$ cat config.mk
export PLATFORM = sky130hd
export DESIGN_NAME = regbank_testport
export DESIGN_NICKNAME = d
export VERILOG_FILES = /design/src/rtl/rbtp_pkg.sv /design/src/rtl/rbtp_mode_fsm.sv /design/src/rtl/rbtp_cell.sv /design/src/rtl/rbtp_outmux.sv /design/src/rtl/regbank_testport.sv
export SDC_FILE = /design/constraint.sdc
export NUM_CORES = 1
export LEC_CHECK = 0
export CORE_ASPECT_RATIO = 0.9
export CORE_MARGIN = 5
export CORE_UTILIZATION = 38
export CTS_BUF_LIST = sky130_fd_sc_hd__clkbuf_4 sky130_fd_sc_hd__clkbuf_8
export DETAILED_ROUTE_END_ITERATION = 10
export GPL_TIMING_DRIVEN = 0
export PLACE_DENSITY = 0.75
export SYNTH_ARGS = -nofsm -noshare
export SYNTH_HDL_FRONTEND = slang
export SYNTH_SLANG_ARGS = --single-unit
$ cat constraint.sdc
create_clock -name clk -period 2.5 [get_ports clk]
set_input_delay 0.75 -clock clk [delete_from_list [all_inputs] [get_ports clk]]
set_output_delay 0.75 -clock clk [all_outputs]
set_load 0.005 [all_outputs]
$ cat src/rtl/rbtp_pkg.sv
package rbtp_pkg;
    typedef enum logic [1:0] {
        ST_FUNC    = 2'd0,
        ST_PRELOAD = 2'd1,
        ST_OBSERVE = 2'd2,
        ST_LOCKED  = 2'd3
    } mode_e;
endpackage

$ cat src/rtl/rbtp_mode_fsm.sv
module rbtp_mode_fsm
    import rbtp_pkg::*;
(
    input  logic clk,
    input  logic rst_n,
    input  logic preload_mode,
    input  logic observe_mode,
    input  logic strobe,
    input  logic lock_in,
    output logic wr_en,
    output logic hold,
    output logic obs_on
);
    mode_e state, state_nx;
    logic  strobe_q;

    // state register
    always_ff @(posedge clk or negedge rst_n) begin
        if (!rst_n) begin
            state    <= ST_FUNC;
            strobe_q <= 1'b0;
        end else begin
            state    <= state_nx;
            strobe_q <= strobe;
        end
    end

    // transitions: lock first, then preload over observe
    always_comb begin
        if (state == ST_LOCKED || lock_in)
            state_nx = ST_LOCKED;
        else if (preload_mode)
            state_nx = ST_PRELOAD;
        else if (observe_mode)
            state_nx = ST_OBSERVE;
        else
            state_nx = ST_FUNC;
    end

    // outputs; lock_in gates both test paths with no clock delay
    always_comb begin
        wr_en  = 1'b0;
        hold   = 1'b0;
        obs_on = 1'b0;
        unique case (state)
            ST_FUNC:    ;
            ST_PRELOAD: begin
                hold  = 1'b1;
                wr_en = strobe && !strobe_q && !lock_in;
            end
            ST_OBSERVE: obs_on = !lock_in;
            ST_LOCKED:  ;
            default:    ;
        endcase
    end

    a_r9_lock_sticky: assert property (@(posedge clk) disable iff (!rst_n)
        (state == ST_LOCKED) |=> (state == ST_LOCKED));

    a_r7_preload_wins: assert property (@(posedge clk) disable iff (!rst_n)
        (preload_mode && observe_mode && !lock_in && state != ST_LOCKED)
        |=> (state == ST_PRELOAD && !obs_on));

    a_r8_no_write_locked: assert property (@(posedge clk) disable iff (!rst_n)
        (state == ST_LOCKED) |-> (!wr_en && !obs_on));

    a_r10_single_write: assert property (@(posedge clk) disable iff (!rst_n)
        wr_en |=> !wr_en);
endmodule

$ cat src/rtl/rbtp_cell.sv
module rbtp_cell #(
    parameter int GRP = 12,
    parameter int IDX = 0
) (
    input  logic           clk,
    input  logic           rst_n,
    input  logic           wr_en,
    input  logic           hold,
    input  logic           func_en,
    input  logic           qsel,
    input  logic           eo_sel,
    input  logic [GRP-1:0] pin_data,
    input  logic           d1,
    input  logic           d2,
    output logic           q1,
    output logic           q2
);
    localparam int   K       = IDX / 2;
    localparam logic PAR_BIT = ((IDX % 2) == 1);

    logic in_grp, sel_q1, sel_q2;

    assign in_grp = (eo_sel == PAR_BIT);
    assign sel_q1 = wr_en && in_grp && !qsel;
    assign sel_q2 = wr_en && in_grp &&  qsel;

    always_ff @(posedge clk or negedge rst_n) begin
        if (!rst_n) begin
            q1 <= 1'b0;
            q2 <= 1'b0;
        end else begin
            if (sel_q1)
                q1 <= pin_data[K];
            else if (!hold && func_en)
                q1 <= d1;
            if (sel_q2)
                q2 <= pin_data[K];
            else if (!hold && func_en)
                q2 <= d2;
        end
    end

    a_r4_q1_frozen: assert property (@(posedge clk) disable iff (!rst_n)
        (hold && !sel_q1) |=> (q1 == $past(q1)));

    a_r4_q2_frozen: assert property (@(posedge clk) disable iff (!rst_n)
        (hold && !sel_q2) |=> (q2 == $past(q2)));

    a_r3_q1_load: assert property (@(posedge clk) disable iff (!rst_n)
        sel_q1 |=> (q1 == $past(pin_data[K])));

    a_r3_q2_load: assert property (@(posedge clk) disable iff (!rst_n)
        sel_q2 |=> (q2 == $past(pin_data[K])));
endmodule

$ cat src/rtl/rbtp_outmux.sv
module rbtp_outmux #(
    parameter int NCELL = 24
) (
    input  logic [NCELL-1:0] q1,
    input  logic [NCELL-1:0] q2,
    input  logic [NCELL-1:0] oe_in,
    input  logic [NCELL-1:0] pol_in,
    input  logic             obs_on,
    output logic [NCELL-1:0] pin_out
);
    for (genvar i = 0; i < NCELL; i++) begin : g_bit
        logic src;
        assign src        = obs_on ? q2[i] : q1[i];
        assign pin_out[i] = oe_in[i] ? (src ^ pol_in[i]) : 1'b0;
    end
endmodule

$ cat src/rtl/regbank_testport.sv
module regbank_testport #(
    parameter int NCELL = 24
) (
    input  logic               clk,
    input  logic               rst_n,
    input  logic               func_en,
    input  logic [NCELL-1:0]   d1_in,
    input  logic [NCELL-1:0]   d2_in,
    input  logic [NCELL-1:0]   oe_in,
    input  logic [NCELL-1:0]   pol_in,
    input  logic               preload_mode,
    input  logic               observe_mode,
    input  logic               qsel,
    input  logic               eo_sel,
    input  logic               strobe,
    input  logic [NCELL/2-1:0] pin_data,
    input  logic               lock_in,
    output logic [NCELL-1:0]   pin_out
);
    localparam int GRP = NCELL / 2;

    logic             wr_en, hold, obs_on;
    logic [NCELL-1:0] q1, q2;

    rbtp_mode_fsm u_fsm (
        .clk          (clk),
        .rst_n        (rst_n),
        .preload_mode (preload_mode),
        .observe_mode (observe_mode),
        .strobe       (strobe),
        .lock_in      (lock_in),
        .wr_en        (wr_en),
        .hold         (hold),
        .obs_on       (obs_on)
    );

    for (genvar i = 0; i < NCELL; i++) begin : g_cell
        rbtp_cell #(.GRP(GRP), .IDX(i)) u_cell (
            .clk      (clk),
            .rst_n    (rst_n),
            .wr_en    (wr_en),
            .hold     (hold),
            .func_en  (func_en),
            .qsel     (qsel),
            .eo_sel   (eo_sel),
            .pin_data (pin_data),
            .d1       (d1_in[i]),
            .d2       (d2_in[i]),
            .q1       (q1[i]),
            .q2       (q2[i])
        );
    end

    rbtp_outmux #(.NCELL(NCELL)) u_out (
        .q1      (q1),
        .q2      (q2),
        .oe_in   (oe_in),
        .pol_in  (pol_in),
        .obs_on  (obs_on),
        .pin_out (pin_out)
    );
endmodule

==> impl_metrics.json, run 1 <==
{
  "ir_drop_mv": 0.188,
  "gp_congestion": 0.774,
  "cp_cell_sequence": "buf_8, nor3b_4, buf_6, buf_12, buf_12, buf_6, mux2i_2, xnor2_1, and2_1, buf_2",
  "slew_headroom_pct": 61.3,
  "synthTopCellsByCount": "mux2i_1 (72), dfrtp_1 (51), a21oi_1 (37), nor2_1 (36)",
  "cts_max_level": 2,
  "numCtsBuffers": 5,
  "max_freq_mhz": 357,
  "drtPass1Iterations": 4,
  "synth_area_um2": 3000,
  "core-area_um2": 7620,
  "ys_types": 23,
  "row_count": 30,
  "die-area_um2": 9770,
  "cpPeakStageDelay_ns": 0.21,
  "p_int_mw": 1.49,
  "status": "finished with violations",
  "path_max_fanout": 5,
  "finalWorstSetupSlack_ns": -0.305,
  "min_path_type": "in2async",
  "synthToLayoutAreaGrowth_pct": 63.5,
  "startpoint": "lock_in",
  "grt_setup_unrepaired": "yes",
  "ys_ff_latch": 51,
  "p_per_area_nw_per_um2": 411,
  "numPortBuffers": 140,
  "synth_enable_flop_cells": 0,
  "leakage_nw": 2.08,
  "setup_viol_count_final": 24,
  "grt_util_all_layers_pct": 19.3,
  "synth-warning-count": 0,
  "synthesis.instances": 299,
  "finalCritPeriodShare_pct": 112,
  "viasPerCell": 5.07,
  "async_reset_ff_share_pct": 100,
  "vias": 2826,
  "timing_worst_setup_path_type": "in2out",
  "cts_hold_repair.buffers": 0,
  "endpoint_kind": "output pin",
  "syn_area_per_cell_um2": 10.0,
  "chipWidth_um": 104,
  "hold_viol": 0,
  "grt_max_degree": 31,
  "synth_ff_type": "dfrtp_1",
  "worstMarginPinSlew_ns": 0.580,
  "dp_hpwl_um": 7100,
  "start_util_pct": 39.4,
  "routed_wl_um": 9550,
  "drt_iter0_drc": 100,
  "numClockSinks": 51,
  "crit_family": "buffers and inverters",
  "start_kind": "input port",
  "fill_cells": 646,
  "clockRootBuffer": "clkbuf_8",
  "drive_gt1_share_pct": 18.2,
  "power_frac_seq_pct": 48.4,
  "cap_violations": 0,
  "n_antenna_cell": 0,
  "nets": 578,
  "multi_input_area_um2": 1790,
  "grt_pass1_vias": 3030,
  "path_buf_inv": 6,
  "clk_latency_ns": 0.30,
  "power_frac_comb_pct": 27.5,
  "synth_most_common_cell": "mux2i_1",
  "grt_pass1_wl_um": 15100,
  "synth.area.top_cells": "dfrtp_1 (43%), mux2i_1 (24%), xnor2_1 (7.0%)",
  "clkTransAtPathRegs_ns": 0.09,
  "die_y_um": 94.3,
  "drc_errors": 0,
  "violations": "negative setup slack",
  "antenna_found_initial": 0,
  "cp.required_ns": 1.75,
  "worst_hold_slack_ns": 0.412,
  "slowest_stage": "mux2i_2",
  "drtAntennaViolNets": 0,
  "clock_skew_ns": 0.00305,
  "power_switching_uw": 527,
  "ioPinCount": 141,
  "clock_power_share_pct": 24.1,
  "period_minus_slack_ns": 2.80,
  "final-seq-area_um2": 1280,
  "wl_per_cell_um": 17.1,
  "finalPower_mw": 2.02,
  "cts_buffer_depth": 2,
  "synth_top_area_share_pct": 42.6,
  "drv_slew": 0,
  "cts_tree": "built",
  "ys_seq_area_share_pct": 42.6,
  "post-route-util_pct": 64.4,
  "yosysTopAreaCell": "dfrtp_1",
  "switching_share_pct": 26.1,
  "gr-total-overflow": 0,
  "syn_nets": 416,
  "cp.arrival_ns": 2.05,
  "r2r-start": "u_fsm.state[0]"
}
-- worst paths after layout --
path | slack (ns) | cells after the start | end
worst max-delay path | -0.30 | 10 | pin_out[17]
worst min-delay path | 0.41 | 1 | u_fsm.strobe_q
worst max register to register | 0.79 | 5 | g_cell[17].u_cell.q1
worst min register to register | 0.59 | 2 | g_cell[11].u_cell.q2
max in group asynchronous | 1.55 | 2 | g_cell[5].u_cell.q2
min in group clk | 0.59 | 2 | g_cell[11].u_cell.q2
-- cell type report --
class                           instances  share of cell area (%)
Multi-Input combinational cell        229                    36.5
Inverter                                2                   0.153
Tap cell                               96                    2.45
Timing Repair Buffer                  156                    30.8
Clock inverter                          1                   0.102
Buffer                                 16                    2.32
Clock buffer                            6                    1.68
Sequential cell                        51                    26.0
-- sequential cells by signal (all words and copies together), names as in the netlist --
name,count
g_cell.u_cell.q1,24
g_cell.u_cell.q2,24
u_fsm.state,2
u_fsm.strobe_q,1
-- cells by family (layout without fill, tap and decap cells) --
| logic type | Yosys count | count (layout) | synth area share, % |
|---|---|---|---|
| multiplexers | 72 | 72 | 24.0 |
| AND/OR/NAND/NOR | 82 | 82 | 13.6 |
| buffers and inverters | 19 | 181 | 4.13 |
| XOR/XNOR | 24 | 24 | 7.01 |
| AO/OA/AOI/OAI | 51 | 51 | 8.64 |
| flip-flops | 51 | 51 | 42.6 |
-- what timing repair did --
action / 4_1_cts / 5_1_grt
setup endpoints to repair: 24 / 24
setup buffers: 14 / 3
resized for setup: 130 / 22
cloned: 2 / 0
pin swaps: 43 / 25
-- power by group through the flow --
stage	Combinational [mW]	Sequential (mW)	Clock (mW)
2_1_floorplan	0.235	0.953	0
3_3_place_gp	0.552	0.960	0
3_5_place_dp	0.569	0.966	0
4_1_cts	0.553	0.968	0.495
5_1_grt	0.604	0.987	0.537
6_report	0.554	0.977	0.486
-- stage by stage --
| stage | setup TNS (ns) | setup slack, ns | area, um2 | std cells |
|---|---|---|---|---|
| after floorplan | 0 | 0.0635 | 3000 | 299 |
| after global placement | -67.87 | -1.14 | 4520 | 535 |
| after detailed placement | -27.51 | -1.17 | 4540 | 536 |
| after CTS | -7.89 | -0.377 | 4890 | 559 |
| after global routing | -7.67 | -0.386 | 4900 | 557 |
| final | -6.19 | -0.305 | 4900 | 557 |
-- cell usage in the layout, fill, tap and decap left out --
| cell | Yosys | routed |
|---|---|---|
| clkdlybuf4s50_1 | 0 | 114 |
| dfrtp_1 | 51 | 51 |
| mux2i_1 | 72 | 49 |
| a21oi_1 | 37 | 37 |
| nor2_1 | 36 | 36 |
| buf_2 | 3 | 25 |
| xnor2_1 | 24 | 24 |
| and2_1 | 24 | 24 |
| nand2_1 | 14 | 14 |
| mux2i_2 | 0 | 12 |
| o21ai_1 | 12 | 12 |
| mux2i_4 | 0 | 11 |
| buf_6 | 5 | 8 |
| buf_12 | 0 | 8 |
| buf_4 | 3 | 7 |
| clkbuf_1 | 6 | 6 |
| clkbuf_8 | 0 | 6 |
| nor3b_1 | 2 | 2 |
| clkbuf_2 | 0 | 2 |
| nand2b_1 | 1 | 1 |
| inv_1 | 1 | 1 |
| o21ai_0 | 1 | 1 |
| nor3b_4 | 0 | 1 |
| and4bb_1 | 1 | 1 |
| and4b_1 | 1 | 1 |
| inv_2 | 1 | 1 |
| o21ai_2 | 1 | 1 |
| nor4_1 | 1 | 1 |
| nand4b_1 | 1 | 1 |
| clkinv_2 | 0 | 1 |
| buf_8 | 0 | 1 |
| dlygate4sd2_1 | 0 | 1 |
-- layer usage --
layer	up-vias	track usage, %	part of all wire, %
li1	1353	-	-
met1	1349	23.3	41
met3	16	5.22	7.2
met2	108	33.7	50
met4	0	5.68	1.7
met5	-	0	0
(Power assumes the default switching activity.)
==> run 2: changes to the inputs <==
SLEW_MARGIN = 20   (was unset)
==> impl_metrics.json, run 2 (synthesized netlist as in run 1, its figures left out) <==
{
  "status": "finished with violations",
  "violations": "negative setup slack",
  "final_common_cell": "clkdlybuf4s50_1",
  "clock_skew_ns": 0.00544,
  "ir_drop_mv": 0.271,
  "drive_gt1_share_pct": 17.5,
  "cts_hold_repair.buffers": 0,
  "wl_per_cell_um": 17.1,
  "start_util_pct": 39.4,
  "max_freq_mhz": 351,
  "cpPeakStageDelay_ns": 0.22,
  "fill_cells": 660,
  "multi_input_area_um2": 1800,
  "chipWidth_um": 104,
  "crit_top_cell": "buf_12",
  "vias": 2766,
  "min_path_type": "in2async",
  "row_count": 30,
  "slowest_stage": "mux2i_4",
  "cp_cell_sequence": "buf_8, nor3b_4, buf_6, buf_12, buf_12, buf_12, mux2i_4, xnor2_1, and2_1, buf_2",
  "cp.arrival_ns": 2.10,
  "numPortBuffers": 140,
  "clockRootBuffer": "clkbuf_8",
  "start_kind": "input port",
  "drt_iter0_drc": 71,
  "synthToLayoutAreaGrowth_pct": 62.6,
  "core-area_um2": 7620,
  "ioPinCount": 141,
  "clkTransAtPathRegs_ns": 0.09,
  "path_max_fanout": 4,
  "place_inst": 535,
  "final_cell_mix": "clkdlybuf4s50_1 (114), mux2i_1 (52), dfrtp_1 (51)",
  "finalCritPeriodShare_pct": 114,
  "placed_area_um2": 4520,
  "clk_latency_ns": 0.29,
  "slew_headroom_pct": 56.2,
  "nets": 575,
  "die-area_um2": 9770,
  "leakage_nw": 2.05,
  "cts_max_level": 2,
  "numClockSinks": 51,
  "drtPass1Iterations": 4,
  "viasPerCell": 4.99,
  "grt_pass1_wl_um": 14500,
  "dp_hpwl_um": 7020,
  "cts_buffer_depth": 2,
  "p_per_area_nw_per_um2": 412,
  "crit_family": "buffers and inverters",
  "finalWorstSetupSlack_ns": -0.349,
  "drc_errors": 0,
  "die_y_um": 94.3,
  "setup_viol_count_final": 24,
  "drv_slew": 0,
  "final-seq-area_um2": 1280,
  "n_antenna_cell": 0,
  "grt_util_all_layers_pct": 18.5,
  "drtAntennaViolNets": 0,
  "period_minus_slack_ns": 2.85,
  "worstMarginPinSlew_ns": 0.657,
  "cp.required_ns": 1.75,
  "endpoint_kind": "output pin",
  "cts_tree": "built",
  "grt_pass1_vias": 2940,
  "antenna_found_initial": 0,
  "cap_violations": 0,
  "reg_top3": "g_cell.u_cell.q1 (24), g_cell.u_cell.q2 (24), u_fsm.state (2)",
  "hold_viol": 0,
  "layout.cells.non_filler": 554,
  "timing_worst_setup_path_type": "in2out",
  "grt_max_degree": 52,
  "gr-total-overflow": 0,
  "routed_wl_um": 9460,
  "setup_tns_ns": -6.16,
  "stdcell_area_um2": 4880,
  "path_buf_inv": 6,
  "gp_congestion": 0.774,
  "numCtsBuffers": 5,
  "grt_setup_unrepaired": "yes",
  "pre_cts_ws_ns": -1.15
}
[run 2: layout make-up]
type                    count  area share (%)
multi-input cells         229            36.9
repair buffers            152            29.7
flip-flops and latches     51            26.2
plain buffers              17            2.74
well taps                  96            2.46
clock buffers               6            1.69
inverters                   2           0.154
clock inverters             1           0.103
[run 2: routing by layer]
layer  global-route usage (%)  vias up  wire length, um
met2                     33.0       93             4750
met1                     22.6     1320             4070
met3                     5.02        8              560
met5                        0        -                0
met4                     3.83        0               79
li1                         -     1345                -
[run 2: what timing repair did]
item / 4_1_cts / 5_1_grt
cloned: 2 / 0
setup endpoints to repair: 24 / 24
setup buffers: 12 / 0
gates resized for setup: 142 / 15
pin swaps: 49 / 16
[run 2: worst paths after layout]
check,slack [ns],cells past startpoint,startpoint,endpoint
setup / recovery,-0.35,10,lock_in,pin_out[20]
hold / removal,0.47,1,rst_n,g_cell[6].u_cell.q1
setup reg to reg,0.73,5,u_fsm.state[0],g_cell[23].u_cell.q1
hold reg to reg,0.58,2,g_cell[9].u_cell.q2,g_cell[9].u_cell.q2
max in group asynchronous,1.58,1,rst_n,g_cell[5].u_cell.q2
min in group clk,0.58,2,g_cell[9].u_cell.q2,g_cell[9].u_cell.q2
[run 2: where the power goes]
part	internal [mW]	switching [mW]	total [mW]
logic	0.363	0.187	0.551
clock network	0.218	0.262	0.480
registers	0.907	0.0701	0.977
[run 2: metrics by stage]
step | util, % | hold slack [ns] | power (mW)
global route | 64.0 | 0.520 | 2.12
detailed placement | 59.3 | 0.546 | 1.53
floorplan | - | 0.454 | 1.19
CTS | 63.5 | 0.500 | 2.00
finish | 64.0 | 0.475 | 2.01
global placement | 59.3 | 0.533 | 1.51
[run 2: worst register-to-register path: stages, from the launching register on]
cell and delay (ns):
dfrtp_1 0.46, and4bb_1 0.27, nand2_1 0.23, clkbuf_1 0.46, nor2_1 0.12, a21oi_1 0.16
